$ cat config.mk
export PLATFORM = sky130hd
export DESIGN_NAME = vec_unzip_unit
export DESIGN_NICKNAME = d
export VERILOG_FILES = /design/src/rtl/vu_pkg.sv /design/src/rtl/vu_decoder.sv /design/src/rtl/vu_permute.sv /design/src/rtl/vec_unzip_unit.sv
export SDC_FILE = /design/constraint.sdc
export NUM_CORES = 2
export LEC_CHECK = 0
export ABC_CLOCK_PERIOD_IN_PS = 900
export BUFFER_PORTS_ARGS = -buffer_cell sky130_fd_sc_hd__clkbuf_2
export CELL_PAD_IN_SITES_DETAIL_PLACEMENT = 1
export CELL_PAD_IN_SITES_GLOBAL_PLACEMENT = 1
export CORE_AREA = 4 4 321 323
export DETAILED_ROUTE_END_ITERATION = 16
export DIE_AREA = 0 0 325 327
export PLACE_DENSITY = 0.54
export SLEW_MARGIN = 20
export SYNTH_ARGS = -nofsm -noshare
export SYNTH_HDL_FRONTEND = slang
export SYNTH_SLANG_ARGS = --single-unit
$ cat constraint.sdc
create_clock -name clk -period 0.9 [get_ports clk]
set_clock_uncertainty 0.05 [all_clocks]
set_input_delay 0.135 -clock clk [delete_from_list [all_inputs] [get_ports clk]]
set_output_delay 0.135 -clock clk [all_outputs]
set_load 0.02 [all_outputs]
$ cat src/rtl/vu_pkg.sv
package vu_pkg;
    localparam int NUM_SIZES = 5;

    typedef enum logic [1:0] {
        ENC_NONE,
        ENC_SIZED,
        ENC_QUAD
    } enc_class_e;

    typedef struct packed {
        enc_class_e cls;
        logic [2:0] sz_log;
        logic       odd;
        logic [4:0] rd;
        logic [4:0] rn;
        logic [4:0] rm;
    } dec_t;
endpackage

$ cat src/rtl/vu_decoder.sv
module vu_decoder
    import vu_pkg::*;
(
    input  logic [31:0] insn,
    output dec_t        dec
);
    logic sized_hit;
    logic quad_hit;

    assign sized_hit = (insn[31:24] == 8'b0000_0101) && insn[21] &&
                       (insn[15:11] == 5'b01101);
    assign quad_hit  = (insn[31:21] == 11'b000_0010_1101) &&
                       (insn[15:11] == 5'b00001);

    always_comb begin
        dec        = '0;
        dec.cls    = ENC_NONE;
        dec.rd     = insn[4:0];
        dec.rn     = insn[9:5];
        dec.rm     = insn[20:16];
        dec.odd    = insn[10];
        if (sized_hit) begin
            dec.cls    = ENC_SIZED;
            dec.sz_log = {1'b0, insn[23:22]};
        end else if (quad_hit) begin
            dec.cls    = ENC_QUAD;
            dec.sz_log = 3'd4;
        end
    end
endmodule

$ cat src/rtl/vu_permute.sv
module vu_permute
    import vu_pkg::*;
#(
    parameter int VL = 256
) (
    input  logic [VL-1:0] src_a,
    input  logic [VL-1:0] src_b,
    input  logic [2:0]    sz_log,
    input  logic          odd,
    output logic [VL-1:0] packed_out,
    output logic          too_short
);
    logic [VL-1:0]        cand [2*NUM_SIZES];
    logic [NUM_SIZES-1:0] fits;

    for (genvar g = 0; g < NUM_SIZES; g++) begin : g_size
        localparam int ES    = 8 << g;
        localparam int PAIRS = VL / (2 * ES);
        localparam int USED  = 2 * PAIRS * ES;
        logic [VL-1:0] ev;
        logic [VL-1:0] od;
        if (PAIRS > 0) begin : g_ok
            for (genvar p = 0; p < PAIRS; p++) begin : g_pair
                assign ev[p*ES +: ES]         = src_a[(2*p)*ES +: ES];
                assign ev[(PAIRS+p)*ES +: ES] = src_b[(2*p)*ES +: ES];
                assign od[p*ES +: ES]         = src_a[(2*p+1)*ES +: ES];
                assign od[(PAIRS+p)*ES +: ES] = src_b[(2*p+1)*ES +: ES];
            end
            if (USED < VL) begin : g_pad
                assign ev[VL-1:USED] = '0;
                assign od[VL-1:USED] = '0;
            end
            assign fits[g] = 1'b1;
        end else begin : g_none
            assign ev      = '0;
            assign od      = '0;
            assign fits[g] = 1'b0;
        end
        assign cand[2*g]   = ev;
        assign cand[2*g+1] = od;
    end

    always_comb begin
        packed_out = '0;
        too_short  = 1'b1;
        unique case (sz_log)
            3'd0: begin packed_out = odd ? cand[1] : cand[0]; too_short = !fits[0]; end
            3'd1: begin packed_out = odd ? cand[3] : cand[2]; too_short = !fits[1]; end
            3'd2: begin packed_out = odd ? cand[5] : cand[4]; too_short = !fits[2]; end
            3'd3: begin packed_out = odd ? cand[7] : cand[6]; too_short = !fits[3]; end
            3'd4: begin packed_out = odd ? cand[9] : cand[8]; too_short = !fits[4]; end
            default: begin packed_out = '0; too_short = 1'b1; end
        endcase
    end
endmodule

$ cat src/rtl/vec_unzip_unit.sv
module vec_unzip_unit
    import vu_pkg::*;
#(
    parameter int VL = 256
) (
    input  logic          clk,
    input  logic          rst_n,
    input  logic          in_valid,
    input  logic [31:0]   insn,
    input  logic [VL-1:0] src_a,
    input  logic [VL-1:0] src_b,
    output logic          out_valid,
    output logic          out_undef,
    output logic [4:0]    dst_idx,
    output logic [4:0]    srca_idx,
    output logic [4:0]    srcb_idx,
    output logic [VL-1:0] result
);
    dec_t          dec;
    logic [VL-1:0] perm;
    logic          too_short;
    logic          known;
    logic          undef;
    logic          accept;

    vu_decoder u_dec (
        .insn (insn),
        .dec  (dec)
    );

    vu_permute #(.VL(VL)) u_perm (
        .src_a      (src_a),
        .src_b      (src_b),
        .sz_log     (dec.sz_log),
        .odd        (dec.odd),
        .packed_out (perm),
        .too_short  (too_short)
    );

    always_comb begin
        unique case (dec.cls)
            ENC_SIZED: known = 1'b1;
            ENC_QUAD:  known = 1'b1;
            ENC_NONE:  known = 1'b0;
            default:   known = 1'b0;
        endcase
        undef  = !known || too_short;
        accept = in_valid && !undef;
    end

    always_ff @(posedge clk or negedge rst_n) begin
        if (!rst_n) begin
            out_valid <= 1'b0;
            out_undef <= 1'b0;
        end else begin
            out_valid <= in_valid;
            out_undef <= in_valid && undef;
        end
    end

    always_ff @(posedge clk or negedge rst_n) begin
        if (!rst_n) begin
            result   <= '0;
            dst_idx  <= '0;
            srca_idx <= '0;
            srcb_idx <= '0;
        end else if (accept) begin
            result   <= perm;
            dst_idx  <= dec.rd;
            srca_idx <= dec.rn;
            srcb_idx <= dec.rm;
        end
    end
endmodule

# Word level (Yosys, flattened, before mapping)
# Index checks and enable logic that the tools add are counted.
# totals
out_inout_bits,273
inputBits,547
word_cells,37
reg_bits,273
# classes
n_mux,10
eq_ne,10
reduce_logical,11
# ops
cell,count
256-bit two-way mux,5
256-bit case mux with 5 select lines,1
11-bit by 6-bit equality test with 1-bit output (second input constant),1
5-bit two-way mux,2
8-bit by 3-bit equality test with 1-bit output (second input constant),1
3-bit by 2-bit equality test with 1-bit output (second input constant),2
5-bit by 1-bit equality test with 1-bit output (second input constant),1
5-bit by 4-bit equality test with 1-bit output (second input constant),1
1-bit logical AND,5
5-bit OR reduction,1
3-bit by 1-bit equality test with 1-bit output (second input constant),1
3-bit equality test (second input constant),1
3-bit logical NOT,1
2-bit by 1-bit equality test with 1-bit output (second input constant),1
2-bit equality test (second input constant),1
1-bit logical NOT,2
1-bit two-way mux,2
2-bit OR reduction,1
1-bit logical OR,1

# Logic depth before layout (Yosys ltp)
# depth
word_depth,11
ltp_mapped,11

# Hierarchy
# From an unflattened synthesis, not the netlist that was laid out.
# hier_totals
hier_cells,3833
area_unflattened_um2,30021.3
# by_module_without_submodules
module,seq_area_each_um2,n_inst,area_per_inst_um2,cells_per_inst
vu_permute,0.0,1,18689.2,3227
vec_unzip_unit,6831.6,1,11116.9,577
vu_decoder,0.0,1,215.2,29

# Worst setup path after synthesis
# OpenSTA, ideal clock, no wires.
# synth_path
path_kind,input port to flip-flop
start,input insn[29]
end,register result[206]
setup_time_ns,0.132
stages,9
t_arrival_ns,2.276
n_path_buf,4
slack_ns,-1.558
path_cell_list,or4_1 buf_4 buf_6 buf_6 a2111oi_4 buf_4 o2bb2ai_1 a2111oi_1 nor2_1
# synth_between
elab_chain_cells,11
elab_cells_between_ends,23
cone_classes,8 x eq/ne; 5 x mux; 10 x reduce/logical
# synth_lines
item,line,text
from (decl),vec_unzip_unit.sv:9,"input logic [31:0] insn,"
11-bit by 6-bit equality test with 1-bit output / 8-bit by 3-bit equality test with 1-bit output (equally long branches),"vu_decoder.sv:12, vu_decoder.sv:10",
1-bit logical AND (on tied branches),"vu_decoder.sv:12, vu_decoder.sv:10",
5-bit two-way mux / 1-bit logical AND (equally long branches),"vu_decoder.sv:25, vu_decoder.sv:10",
5-bit two-way mux *,vu_decoder.sv:22,if (sized_hit) begin
2-bit equality test / 2-bit by 1-bit equality test with 1-bit output (equally long branches),vec_unzip_unit.sv:41,unique case (dec.cls)
2-bit OR reduction (no source line),-,
1-bit two-way mux,vec_unzip_unit.sv:41,
1-bit logical NOT,vec_unzip_unit.sv:47,undef = !known || too_short;
1-bit logical OR,vec_unzip_unit.sv:47,
1-bit logical NOT,vec_unzip_unit.sv:48,accept = in_valid && !undef;
1-bit logical AND,vec_unzip_unit.sv:48,
to (signal assigned),vec_unzip_unit.sv:68,result <= perm;
to (decl),vec_unzip_unit.sv:17,output logic [VL-1:0] result
# Mark *: on every way between the ends. The rest lies on a longest branch, timed or not.
# A chain may end at the register's enable or synchronous reset.

# Final worst setup path
# layout_path
start,input insn[30]
end,register result[91]
# The elaborated chain is that of the path after synthesis.

==> results.py <==
metrics = {
    "finish": {
        "drive_above_1_share_pct": 53.2,
        "multi_input_area_mm2": 0.0180,
        "fin_area_mm2": 0.0494,
        "nets": 5582,
        "fill_cells": 11500,
        "regArea_mm2": 0.00683,
        "area_growth_pct": 115,
    },
    "job": {
        "maxCapViolations": 0,
    },
    "sta": {
        "post-route-min-period_ns": 2.34,
        "max_slew.worst_pin.slew_ns": 0.838,
        "hold_viol_final": 48,
        "drv_slew": 0,
        "hold-worst-slack_ns": -0.120,
        "fmax_mhz": 427,
        "setup_tns_ns": -488.93,
        "slew_headroom_pct": 44.2,
        "grt_setup_unrepaired": "yes",
        "period_share_pct": 260,
        "fin_ws_ns": -1.44,
        "setup_viol": 545,
    },
    "global_routing": {
        "grt_pass1_wl_um": 335000,
        "grt_pass1_vias": 40000,
        "grt_use_total_pct": 44.4,
        "overflow": 0,
        "antenna_found_initial": 65,
        "grt_max_degree": 56,
    },
    "worst_setup_path": {
        "reg2reg_slack_ns": -0.18,
        "reg2reg_from": "result[141]",
        "path_class": "in2reg",
        "crit_arrival_ns": 2.84,
        "crit_path_start_kind": "input port",
        "critPathRequiredTime_ns": 1.40,
        "cp-end-kind": "flop",
        "timing.rr.end": "result[141]",
        "reg2reg_depth": 4,
        "path_max_fanout": 5,
    },
    "yosys": {
        "syn_area_per_cell_um2": 7.95,
        "synth.cell_area_mm2": 0.0230,
        "yosysWarnings": 0,
        "synth_common_cells": "nor2_1 (315), dfrtp_1 (273), clkbuf_1 (241)",
        "yosysTopAreaCell": "dfrtp_1",
        "synth_cells": 2889,
        "ys_seq_area_share_pct": 29.7,
        "ys_seq_elements": 273,
        "yosysMostFrequentCell": "nor2_1",
        "synth_cell_type_count": 70,
        "synth_nets": 3436,
        "synth_edf_count": 0,
        "synthTopCellsByArea": "dfrtp_1 (30%), a221oi_1 (6.3%), a22oi_1 (5.3%)",
        "synth-async-reset-ratio_pct": 100,
        "synth_ff_type": "dfrtp_1",
        "yosysTopAreaCellShare_pct": 29.7,
    },
    "floorplanning": {
        "dieArea_mm2": 0.106,
        "io_pins": 820,
        "initial_core_util_pct": 23.0,
        "die_height_um": 327,
        "core_area_mm2": 0.0999,
        "fp-row-count": 116,
        "chipWidth_um": 325,
    },
    "clock_network": {
        "ctsLongestPathBuffers": 3,
        "clock-sinks": 273,
        "clock_latency_ns": 0.63,
        "root_buffer": "clkbuf_16",
        "cts_tree": "yes",
        "clk_pin_slew_ns": 0.07,
        "htree_levels": 2,
        "numCtsBuffers": 41,
    },
    "pwr": {
        "ir_drop_mv": 1.27,
        "seqPwrFrac_pct": 28.9,
        "pwr-share-clk_pct": 41.3,
        "p_int_w": 0.0275,
        "switchingPower_w": 0.0152,
        "p_sw_share_pct": 35.6,
        "p_comb_share_pct": 29.8,
        "p_leak_nw": 22.4,
        "powerDensity_mw_per_mm2": 864,
    },
    "detailed_routing": {
        "viasPerCell": 6.54,
        "vias": 41900,
        "drc": 0,
        "drt-initial-drc-count": 6513,
        "antenna_left": 0,
        "postRouteWirelength_um": 264000,
        "drt_pass1_iterations": 8,
        "wl_per_cell_um": 41.2,
    },
    "placed_design": {
        "place_congestion": 1.03,
        "placed_area_mm2": 0.0374,
        "port_buffers": 819,
        "hpwlAfterDp_um": 186000,
    },
    "worst_hold_path": {
        "hold_class": "in2async",
    },
    "outcome": {
        "status": "finished, violations left",
        "violations": "hold timing, setup timing",
    },
}
## metrics by stage
| step | worst slack [ns] | hold slack (ns) | total power, W | cells | util, % |
|---|---|---|---|---|---|
| after CTS | -1.06 | -0.145 | 0.0413 | 6225 | 45.7 |
| final | -1.44 | -0.120 | 0.0427 | 6404 | 49.5 |
| after detailed placement | -2.28 | -0.0583 | 0.0223 | 5703 | 37.4 |
| after global routing | -1.37 | -0.105 | 0.0431 | 6385 | 49.4 |
| after global placement | -2.31 | -0.0569 | 0.0223 | 5703 | 37.4 |
| after floorplan | -1.49 | -0.211 | 0.0151 | 2889 | - |
## critical path, cell delays in order
cell,delay [ns]
clkbuf_16,0.14
buf_6,0.12
nor4_4,0.63
buf_6,0.23
buf_4,0.13
buf_12,0.10
nand4_1,0.15
buf_4,0.20
a21oi_4,0.15
buf_8,0.19
clkbuf_16,0.19
a21o_1,0.16
o22ai_2,0.11
a31oi_1,0.18
## cells in the final DEF (no fill, tap or decap), drive strengths merged, types with 15 or more instances in the layout
| cell type | instances |
|---|---|
| a221o | 55 |
| a221oi | 164 |
| a21boi | 22 |
| nor2 | 315 |
| or3 | 16 |
| o2111ai | 15 |
| o22a | 56 |
| nand3 | 54 |
| a2111oi | 22 |
| a31oi | 108 |
| nand3b | 20 |
| nor3 | 27 |
| a211o | 16 |
| a21oi | 181 |
| o22ai | 21 |
| nor2b | 17 |
| nand2b | 31 |
| dfrtp | 273 |
| nand4 | 30 |
| o21a | 41 |
| buf | 1298 |
| a32o | 17 |
| o211ai | 27 |
| nand2 | 229 |
| mux2i | 76 |
| mux2 | 32 |
| o2bb2ai | 20 |
| a222oi | 33 |
| a22o | 63 |
| dlygate4sd3 | 287 |
| a22oi | 162 |
| o21ai | 232 |
| diode | 42 |
| clkbuf | 894 |
| nor4 | 23 |
| a211oi | 34 |
| inv | 25 |
| a311oi | 16 |
## area by class of cell
type	count	share of cell area, %
clock buffer	56	2.37
multi-input combinational	2271	36.4
clock inverter	16	0.347
tap	1298	3.29
inverter	22	0.182
timing repair buffer	2426	43.4
antenna	42	0.213
sequential	273	13.8
## registers in the layout (all words and copies together), names as in the netlist
register / cells
out_valid: 1
srcb_idx: 5
out_undef: 1
dst_idx: 5
result: 256
srca_idx: 5
## what timing repair did
item	in CTS	in global routing
hold buffers	284	3
setup buffers	144	136
gates cloned	34	26
pin swaps	172	266
hold endpoints to repair	505	45
gates resized for setup	430	493
endpoints found under the setup margin	545	545
## cell families (layout without fill, tap and decap cells)
group	after synthesis	after routing	share of synthesized area, %
buf+inv	346	2520	6.02
simple gates	794	795	16.0
mux	108	108	4.88
flops	273	273	29.7
other cells	0	42	0
compound gates	1368	1368	43.3
## routing by layer
metal  vias to the layer above  wire, um  GRT usage (%)
met5                         -       276              0
met4                        37     24500           27.1
met3                      1376     39800           18.0
met2                      4070    104000           64.2
met1                     20500     95100           55.0
li1                      15900         -              -
## power groups by stage
stage               Clock (W)  Sequential [W]  Combinational, W
floorplan                   0          0.0126           0.00253
global placement            0          0.0126           0.00977
detailed placement          0          0.0126           0.00979
CTS                    0.0176          0.0123            0.0113
global route           0.0180          0.0123            0.0128
finish                 0.0176          0.0123            0.0127
## worst max-delay path by stage
stage,slack (ns),from,cells after the start,to
floorplan,-1.49,insn[13],9,result[174]
global placement,-2.31,insn[14],10,result[73]
detailed placement,-2.28,insn[14],10,result[74]
CTS,-1.06,insn[30],11,result[93]
global route,-1.37,insn[30],15,result[59]
finish,-1.44,insn[30],14,result[91]
No activity file was read; power rests on OpenSTA's default activity.
